==> config.mk <==
export PLATFORM = sky130hd
export DESIGN_NAME = wdg_keyed_timer
export DESIGN_NICKNAME = d
export VERILOG_FILES = /design/src/rtl/wdg_pkg.sv /design/src/rtl/wdg_regs.sv /design/src/rtl/wdg_tick_count.sv /design/src/rtl/wdg_status.sv /design/src/rtl/wdg_keyed_timer.sv
export SDC_FILE = /design/constraint.sdc
export NUM_CORES = 1
export LEC_CHECK = 0
export BUFFER_PORTS_ARGS = -buffer_cell sky130_fd_sc_hd__buf_2
export CORE_AREA = 4 4 98 100
export DETAILED_ROUTE_END_ITERATION = 16
export DIE_AREA = 0 0 102 104
export GPL_TIMING_DRIVEN = 0
export MAX_ROUTING_LAYER = met4
export PLACE_DENSITY_LB_ADDON = 0.1
export SLEW_MARGIN = 10
export SYNTH_ARGS = -nofsm -noshare
export SYNTH_HDL_FRONTEND = slang
export SYNTH_SLANG_ARGS = --single-unit
==> constraint.sdc <==
create_clock -name clk -period 3.2 [get_ports clk]
set_input_delay 0.32 -clock clk [delete_from_list [all_inputs] [get_ports clk]]
set_output_delay 0.32 -clock clk [all_outputs]
set_load 0.01 [all_outputs]
==> src/rtl/wdg_pkg.sv <==
package wdg_pkg;
  localparam int ADDR_W = 5;
  localparam int CNT_W  = 32;
  localparam int PS_W   = 5;

  localparam logic [ADDR_W-1:0] A_CTRL     = 5'h00;
  localparam logic [ADDR_W-1:0] A_CTRL_CLR = 5'h04;
  localparam logic [ADDR_W-1:0] A_CTRL_SET = 5'h08;
  localparam logic [ADDR_W-1:0] A_STAT     = 5'h10;
  localparam logic [ADDR_W-1:0] A_STAT_CLR = 5'h14;

  localparam int ON_BIT   = 15;
  localparam int PS_LO    = 8;
  localparam int FLAG_BIT = 4;

  localparam logic [15:0] CTRL_MASK   = 16'h9FC1;
  localparam logic [15:0] RESTART_KEY = 16'h5743;

  // last counter value before wrap: 2^ps - 1
  function automatic logic [CNT_W-1:0] term_last(input logic [PS_W-1:0] ps);
    logic [CNT_W-1:0] ones;
    ones = '1;
    return ones >> (CNT_W - int'(ps));
  endfunction
endpackage

==> src/rtl/wdg_regs.sv <==
module wdg_regs
  import wdg_pkg::*;
(
  input  logic              clk,
  input  logic              rst_n,
  input  logic              bus_wr,
  input  logic [ADDR_W-1:0] bus_addr,
  input  logic [3:0]        bus_be,
  input  logic [31:0]       bus_wdata,
  input  logic              flag,
  output logic [31:0]       bus_rdata,
  output logic              on,
  output logic [PS_W-1:0]   ps,
  output logic              key_seen,
  output logic              stat_clr
);
  logic [15:0] ctrl_q, ctrl_d;
  logic        guard_q;
  logic        wr_ok;

  assign wr_ok = bus_wr && !guard_q;

  always_comb begin
    ctrl_d = ctrl_q;
    if (wr_ok) begin
      case (bus_addr)
        A_CTRL: begin
          if (bus_be[0]) ctrl_d[7:0]  = bus_wdata[7:0];
          if (bus_be[1]) ctrl_d[15:8] = bus_wdata[15:8];
        end
        A_CTRL_CLR: ctrl_d = ctrl_q & ~bus_wdata[15:0];
        A_CTRL_SET: ctrl_d = ctrl_q | bus_wdata[15:0];
        default: ;
      endcase
    end
    ctrl_d = ctrl_d & CTRL_MASK;
  end

  always_ff @(posedge clk or negedge rst_n) begin
    if (!rst_n) begin
      ctrl_q  <= '0;
      guard_q <= 1'b0;
    end else begin
      ctrl_q  <= ctrl_d;
      guard_q <= ctrl_q[ON_BIT] && !ctrl_d[ON_BIT];
    end
  end

  assign key_seen = wr_ok && (bus_addr == A_CTRL) && (bus_be == 4'b1100)
                    && (bus_wdata[31:16] == RESTART_KEY);
  assign stat_clr = wr_ok && (bus_addr == A_STAT_CLR) && bus_wdata[FLAG_BIT];
  assign on       = ctrl_q[ON_BIT];
  assign ps       = ctrl_q[PS_LO +: PS_W];

  always_comb begin
    bus_rdata = '0;
    if (!guard_q) begin
      if (bus_addr == A_CTRL) bus_rdata = {16'h0, ctrl_q};
      else if (bus_addr == A_STAT) bus_rdata[FLAG_BIT] = flag;
    end
  end


  guard_blocks_write_chk: assert property (@(posedge clk) disable iff (!rst_n)
    guard_q |=> (ctrl_q == $past(ctrl_q)));

  set_alias_chk: assert property (@(posedge clk) disable iff (!rst_n)
    (wr_ok && bus_addr == A_CTRL_SET) |=>
      ((ctrl_q & $past(bus_wdata[15:0] & CTRL_MASK)) == $past(bus_wdata[15:0] & CTRL_MASK)));

  clr_alias_chk: assert property (@(posedge clk) disable iff (!rst_n)
    (wr_ok && bus_addr == A_CTRL_CLR) |=> ((ctrl_q & $past(bus_wdata[15:0])) == 16'h0));
endmodule

==> src/rtl/wdg_tick_count.sv <==
module wdg_tick_count
  import wdg_pkg::*;
#(
  parameter int PRE_W = 5
) (
  input  logic            clk,
  input  logic            rst_n,
  input  logic            on,
  input  logic            key_seen,
  input  logic [PS_W-1:0] ps,
  output logic            fire,
  output logic            rst_req
);
  logic [PRE_W-1:0] pre_q;
  logic [CNT_W-1:0] cnt_q;
  logic             tick, at_term, restart;

  assign restart = on && key_seen;
  assign tick    = (pre_q == {PRE_W{1'b1}});
  assign at_term = (cnt_q >= term_last(ps));
  assign fire    = on && !restart && tick && at_term;

  always_ff @(posedge clk or negedge rst_n) begin
    if (!rst_n) begin
      pre_q   <= '0;
      cnt_q   <= '0;
      rst_req <= 1'b0;
    end else begin
      rst_req <= fire;
      if (!on || restart) begin
        pre_q <= '0;
        cnt_q <= '0;
      end else begin
        pre_q <= pre_q + 1'b1;
        if (tick) cnt_q <= at_term ? '0 : cnt_q + 1'b1;
      end
    end
  end


  hold_when_off_chk: assert property (@(posedge clk) disable iff (!rst_n)
    !on |=> (pre_q == '0 && cnt_q == '0));

  key_restart_chk: assert property (@(posedge clk) disable iff (!rst_n)
    restart |=> (pre_q == '0 && cnt_q == '0 && !rst_req));

  single_pulse_chk: assert property (@(posedge clk) disable iff (!rst_n)
    rst_req |=> !rst_req);

  pulse_on_wrap_chk: assert property (@(posedge clk) disable iff (!rst_n)
    rst_req |-> (pre_q == '0 && cnt_q == '0));
endmodule

==> src/rtl/wdg_status.sv <==
module wdg_status (
  input  logic clk,
  input  logic por_n,
  input  logic fire,
  input  logic stat_clr,
  output logic flag
);
  always_ff @(posedge clk or negedge por_n) begin
    if (!por_n)        flag <= 1'b0;
    else if (fire)     flag <= 1'b1;
    else if (stat_clr) flag <= 1'b0;
  end


  timeout_sets_flag_chk: assert property (@(posedge clk) disable iff (!por_n)
    fire |=> flag);

  flag_hold_chk: assert property (@(posedge clk) disable iff (!por_n)
    (!fire && !stat_clr) |=> $stable(flag));
endmodule

==> src/rtl/wdg_keyed_timer.sv <==
module wdg_keyed_timer
  import wdg_pkg::*;
#(
  parameter int PRE_W = 5
) (
  input  logic              clk,
  input  logic              rst_n,
  input  logic              por_n,
  input  logic              bus_wr,
  input  logic [ADDR_W-1:0] bus_addr,
  input  logic [3:0]        bus_be,
  input  logic [31:0]       bus_wdata,
  output logic [31:0]       bus_rdata,
  output logic              wdt_rst_req
);
  logic            on, key_seen, stat_clr, fire, flag;
  logic [PS_W-1:0] ps;

  wdg_regs u_regs (
    .clk(clk), .rst_n(rst_n), .bus_wr(bus_wr), .bus_addr(bus_addr),
    .bus_be(bus_be), .bus_wdata(bus_wdata), .flag(flag), .bus_rdata(bus_rdata),
    .on(on), .ps(ps), .key_seen(key_seen), .stat_clr(stat_clr)
  );

  wdg_tick_count #(.PRE_W(PRE_W)) u_count (
    .clk(clk), .rst_n(rst_n), .on(on), .key_seen(key_seen), .ps(ps),
    .fire(fire), .rst_req(wdt_rst_req)
  );

  wdg_status u_status (
    .clk(clk), .por_n(por_n), .fire(fire), .stat_clr(stat_clr), .flag(flag)
  );
endmodule

==> results_dict.tcl, run 1 <==
set metrics [dict create \
    std_cell_rows 34 \
    synthesis.area_sq_um 4430 \
    drt_iter0_drc 405 \
    rsz0062_at_grt "yes" \
    cts_buffers 5 \
    clkSinkCount 49 \
    setup.worst_path.end_class "register" \
    placement.io_buffers 48 \
    leakage_nw 2.44 \
    detailed_place.area_sq_um 4900 \
    final_antenna_net_count 0 \
    route.detailed.wl_per_inst_um 19.1 \
    status "finished, violations left" \
    synth-edff-count 0 \
    worst_slew_pin_slew_ps 681 \
    fmax_mhz 295 \
    ys_seq_area_frac 0.277 \
    yosys.area.top_type_share 0.277 \
    antenna_violations_before_repair 0 \
    ys.flop_type "dfrtp_1" \
    gr-total-overflow 0 \
    routed_wirelength_um 14600 \
    finish.utilization 0.673 \
    power-per-cell-area_nw_per_um2 247 \
    io_pins 78 \
    placeableCoreArea_sq_um 8680 \
    post_synth_most_frequent_cells "dfrtp_1, nand2_1, ha_1, nand3_1" \
    dieHeight_um 104 \
    wire_length_of_the_first_global_routing_pass_um 22200 \
    timing.critical_path.fanout_max 8 \
    worst-endpoint-arrival_ps 3580 \
    failed_checks "negative setup slack" \
    antenna-diode-count 0 \
    period_needed_ps 3390 \
    gp_routability_congestion 0.903 \
    synth-seq-cells 49 \
    setup_slack_ps -195 \
    async_flop_share 1.00 \
    cts-htree-levels 2 \
    floorplan.initialDensity 0.511 \
    finClkSkew_ps 18.1 \
    route.detailed.vias_per_inst 6.33 \
    dp_hpwl_um 9740 \
    die_x_um 102 \
    areaGrowthSynthToFinish_pct 31.8 \
    drt_pre_antenna_iters 6 \
    grt_pass1_vias 4518 \
    maximum_number_of_pins_on_one_net_before_global_route_repair 49 \
    cts.clk_slew.worst_paths_ps 110 \
    final.hold.worst_slack_ps 20.1 \
    synth_area_per_cell_sq_um 8.13 \
    clk_path_buf_depth 2 \
    drcViolationCount 0 \
    tritoncts "done" \
    netlist-cell-type-count 61 \
    final_cycle_share 1.06 \
    start_kind "register" \
    critPathKind "reg2reg" \
    post_synth_main_area_contributors "dfrtp_1, ha_1, buf_4, nand2b_1, nand3_1" \
    fin_setup_tns_ps -4430 \
    drive_above_1_share 0.325 \
    timing.max_slew.rel_slack 0.546 \
    maxCapViolCount 0 \
    yosys.area.top_type "dfrtp_1" \
    track_usage 0.265 \
    root_buffer "clkbuf_8" \
    dr_total_vias 4827 \
    setup_viol_count_final 34 \
    yosys.cell_count.top_type "dfrtp_1" \
    timing.final.hold_violations 0 \
    design_area_sq_um 5840 \
    fp.dieArea_sq_um 10600 \
    ys.warnings.count 0 \
    critical_path_required_ps 3390 \
    vdd_ir_drop_max_mv 0.164 \
    clock_latency_ps 320 \
    finish.net_count 738 \
    worstHoldPathType "in2async" \
    maxSlewViolCount 0 \
    postSynthCellCount 545 \
]
[layout make-up]
type	instances	area, sq um
clock buffers	6	72.6
flip-flops and latches	49	1230
well taps	108	135
clock inverters	2	13.8
plain buffers	47	392
multi-input cells	449	3320
repair buffers	85	613
inverters	17	66.3
fillers	696	2840
[report_power, final]
part           total, W  leakage, nW  internal (W)  switching [W]
sequential     0.000634        0.676      0.000624     0.00000976
combinational  0.000413         1.72      0.000181       0.000232
clock          0.000394       0.0456      0.000157       0.000238
[cells by family after synthesis]
logic type	after synthesis	synth area share
simple gates	267	0.347
compound gates	116	0.171
buf+inv	68	0.0852
flops	49	0.277
fa+ha+maj	39	0.110
xor+xnor	5	0.00988
other cells	1	0.000846
[routing by layer]
layer	share of wire	global-route usage	vias to the layer above	routed length, um
li1	-	-	2218	-
met5	0	-	-	0
met3	0.089	0.0409	55	1290
met1	0.40	0.354	2278	5780
met4	0.034	0.103	0	490
met2	0.48	0.400	276	7030
[worst max-delay path, cell delays in order (launching register included)]
cell and delay [ps]:
dfrtp_2 440, inv_2 80, ha_4 150, inv_4 40
nor3_4 210, xnor2_2 100, a21oi_2 220, and2_4 280
nand2_4 80, ha_4 280, nand4_1 130, buf_4 190
nor3_4 250, nand3_2 100, a31o_4 240, buf_8 140
buf_6 130, nand4b_1 100, a31oi_1 100
[worst paths after layout]
| check | from | endpoint | slack, ps | cells after the start |
|---|---|---|---|---|
| setup / recovery | u_regs.ctrl_q[9] | u_count.cnt_q[2] | -190 | 18 |
| min in group clk | bus_wdata[10] | u_regs.ctrl_q[10] | 250 | 2 |
| max in group asynchronous | rst_n | u_regs.ctrl_q[8] | 2670 | 1 |
| hold / removal | rst_n | u_count.cnt_q[6] | 20 | 1 |
| hold reg to reg | u_count.pre_q[0] | u_count.pre_q[0] | 480 | 1 |
| setup reg to reg | u_regs.ctrl_q[9] | u_count.cnt_q[2] | -190 | 18 |
[cells in the final DEF, fill, tap and decap left out, types with 4 or more instances in the layout]
cell	instances
buf_4	52
nand2_2	4
conb_1	22
inv_1	13
nand2_1	33
o21ai_1	4
nand2_4	4
nand3_2	17
a22o_1	4
nor3b_1	8
o211ai_1	4
nor2b_1	4
o21ai_0	17
buf_2	50
a31oi_1	26
nor4_1	7
a21oi_2	7
and2_1	13
buf_6	8
ha_4	8
nor2_1	29
ha_1	30
clkbuf_8	5
clkbuf_1	10
a21oi_1	25
and3_1	4
nor3_1	19
nand3_1	23
and4_1	4
dfrtp_1	47
buf_8	4
nand2b_1	30
o2111ai_2	6
nand4_1	31
[per-stage QoR]
| stage | cells | setup slack (ps) | power [W] |
|---|---|---|---|
| 5_1_grt | 763 | -320 | 0.00151 |
| 4_1_cts | 747 | -25.4 | 0.00137 |
| 6_report | 763 | -195 | 0.00144 |
| 3_5_place_dp | 722 | -695 | 0.000956 |
| 3_3_place_gp | 722 | -553 | 0.000943 |
| 2_1_floorplan | 566 | 11.2 | 0.000864 |
[what timing repair did]
action,in CTS,in global routing
gates resized for setup,46,75
pin swaps,24,38
endpoints found under the setup margin,34,34
endpoints found under the hold margin,1,0
hold buffers,1,0
gates cloned,1,3
setup buffers,16,16
[flip-flops by register name, indices dropped and copies added, names as in the netlist]
name	count
u_count.cnt_q	32
u_count.pre_q	5
u_count.rst_req	1
u_regs.ctrl_q	9
u_regs.guard_q	1
u_status.flag	1
Note: power is estimated with default switching activity, not from simulation.
==> run 2: changes to the inputs <==
--- a/config.mk
+++ b/config.mk
@@ -10,8 +10,10 @@
 export DETAILED_ROUTE_END_ITERATION = 16
 export DIE_AREA = 0 0 102 104
 export GPL_TIMING_DRIVEN = 0
+export HOLD_SLACK_MARGIN = 0.06
 export MAX_ROUTING_LAYER = met4
 export PLACE_DENSITY_LB_ADDON = 0.1
+export RECOVER_POWER = 50
 export SLEW_MARGIN = 10
 export SYNTH_ARGS = -nofsm -noshare
 export SYNTH_HDL_FRONTEND = slang
==> constraint.sdc (replaced) <==
create_clock -name clk -period 3.2 [get_ports clk]
set_input_delay 0.32 -clock clk [delete_from_list [all_inputs] [get_ports clk]]
set_output_delay 0.32 -clock clk [all_outputs]
set_load 0.05 [all_outputs]
==> results_dict.tcl, run 2 (synthesis gave the netlist of run 1 again) <==
set metrics [dict create \
    vdd_ir_drop_max_mv 0.164 \
    leakage_nw 2.44 \
    routed_wirelength_um 14600 \
    rsz0062_at_grt "yes" \
    antenna-diode-count 0 \
    layout.cells.most_common "buf_4" \
    finClkSkew_ps 18.1 \
    hold-path-cell-count 2 \
    maximum_number_of_pins_on_one_net_before_global_route_repair 49 \
    gr-total-overflow 0 \
    dr_total_vias 4827 \
    maxCapViolCount 1 \
    tritoncts "done" \
    final_antenna_net_count 0 \
    worst_path_largest_cell_delay_ps 440 \
    worst_slew_pin_slew_ps 2860 \
    setup_slack_ps -195 \
    finish.net_count 738 \
    setup.worst_path.end_class "register" \
    fp.dieArea_sq_um 10600 \
    worstHoldPathType "in2reg" \
    top_regs "u_count.cnt_q: 32 flops, u_regs.ctrl_q: 9 flops, u_count.pre_q: 5 flops" \
    floorplan.initialDensity 0.511 \
    multi_input_area_sq_um 3320 \
    clock_latency_ps 320 \
    dieHeight_um 104 \
    drt_pre_antenna_iters 6 \
    placement.io_buffers 48 \
    cts_buffers 5 \
    final_cycle_share 1.06 \
    timing.critical_path.fanout_max 8 \
    root_buffer "clkbuf_8" \
    dp_hpwl_um 9740 \
    worst-endpoint-arrival_ps 3580 \
    gp_routability_congestion 0.903 \
    die_x_um 102 \
    std_cell_rows 34 \
    placeableCoreArea_sq_um 8680 \
    largest_register_ff_count 32 \
    critPathKind "reg2reg" \
    critical_path_required_ps 3390 \
    ff_latch_area_sq_um 1230 \
    fmax_mhz 295 \
    clk_path_buf_depth 2 \
    failed_checks "max-capacitance violations, max-slew violations, negative setup slack" \
    route.detailed.wl_per_inst_um 19.1 \
    clkSinkCount 49 \
    power-per-cell-area_nw_per_um2 255 \
    io_pins 78 \
    status "finished, violations left" \
    cts.clk_slew.worst_paths_ps 90 \
    cts-htree-levels 2 \
    r2r.worst_path.cells 18 \
    timing.max_slew.rel_slack -0.906 \
    maxSlewViolCount 49 \
    finish.utilization 0.673 \
    drive_above_1_share 0.324 \
    drcViolationCount 0 \
    worstPathCellList "inv_2, ha_4, inv_4, nor3_4, xnor2_2, a21oi_2, and2_4, nand2_4, ha_4, nand4_1, buf_4, nor3_4, nand3_2, a31o_4, buf_8, buf_6, nand4b_1, a31oi_1" \
    fin_total_pwr_w 0.00149 \
    route.detailed.vias_per_inst 6.33 \
    antenna_violations_before_repair 0 \
    timing.final.hold_violations 0 \
    track_usage 0.265 \
    crit_path_top_delay_cell "dfrtp_2" \
    fillCellCount 696 \
    grt_pass1_vias 4518 \
    top_register "u_count.cnt_q" \
    setup_viol_count_final 34 \
    final_cell_mix "buf_4, buf_2, dfrtp_1" \
    fin_setup_tns_ps -4430 \
    wire_length_of_the_first_global_routing_pass_um 22200 \
    drt_iter0_drc 405 \
    period_needed_ps 3390 \
    start_kind "register" \
    areaGrowthSynthToFinish_pct 31.7 \
]
## run 2: critical path: cells and delay by family, from the launching register on
family | cells | cell delay [ps]
DFF | 1 | 440
AOI/OAI and AO/OA | 3 | 560
xor gates and xnor gates | 1 | 100
adders and majority gates | 2 | 430
and+or+nand+nor | 7 | 1150
buffers and inverters | 5 | 580
## run 2: final timing paths
check,endpoint,from,slack (ps)
min in group asynchronous,u_status.flag,por_n,280
max in group asynchronous,u_regs.ctrl_q[8],rst_n,450
worst max register to register,u_count.cnt_q[2],u_regs.ctrl_q[9],-190
worst max-delay path,u_count.cnt_q[2],u_regs.ctrl_q[9],-190
worst min register to register,u_count.pre_q[0],u_count.pre_q[0],480
worst min-delay path,u_regs.ctrl_q[10],bus_wdata[10],250
## run 2: layout make-up
cell class | count | area share
inverter | 17 | 0.0114
sequential | 49 | 0.210
multi-input combinational | 449 | 0.569
clock inverter | 2 | 0.00236
clock buffer | 6 | 0.0124
tap | 108 | 0.0231
buffer | 47 | 0.0671
timing repair buffer | 85 | 0.104
## run 2: repair_timing
item                                    in CTS  in global routing
hold buffers                                 1                  0
hold endpoints to repair                     1                  0
gates resized for setup                     46                 75
setup buffers                               16                 16
pin swaps                                   24                 38
endpoints found under the setup margin      34                 34
gates cloned                                 1                  3
## run 2: power breakdown
group	leakage [nW]	internal, W	switching [W]
registers	0.676	0.000624	0.00000976
clock network	0.0456	0.000157	0.000238
logic	1.72	0.000181	0.000278
total	2.44	0.000962	0.000525
## run 2: metrics by stage
| stage | instances | cell area, sq um | setup slack, ps | hold slack (ps) |
|---|---|---|---|---|
| floorplan | 566 | 4520 | 11.2 | 24.4 |
| global placement | 722 | 4900 | -553 | 96.3 |
| detailed placement | 722 | 4900 | -695 | 97.0 |
| CTS | 747 | 5340 | -25.4 | 238 |
| global route | 763 | 5840 | -320 | 268 |
| finish | 763 | 5840 | -195 | 247 |
## run 2: per-layer routing
layer  track usage  vias up  part of all wire
met1         0.354     2278              0.40
li1              -     2218                 -
met3        0.0409       55             0.089
met5             -        -                 0
met2         0.400      276              0.48
met4         0.103        0             0.034
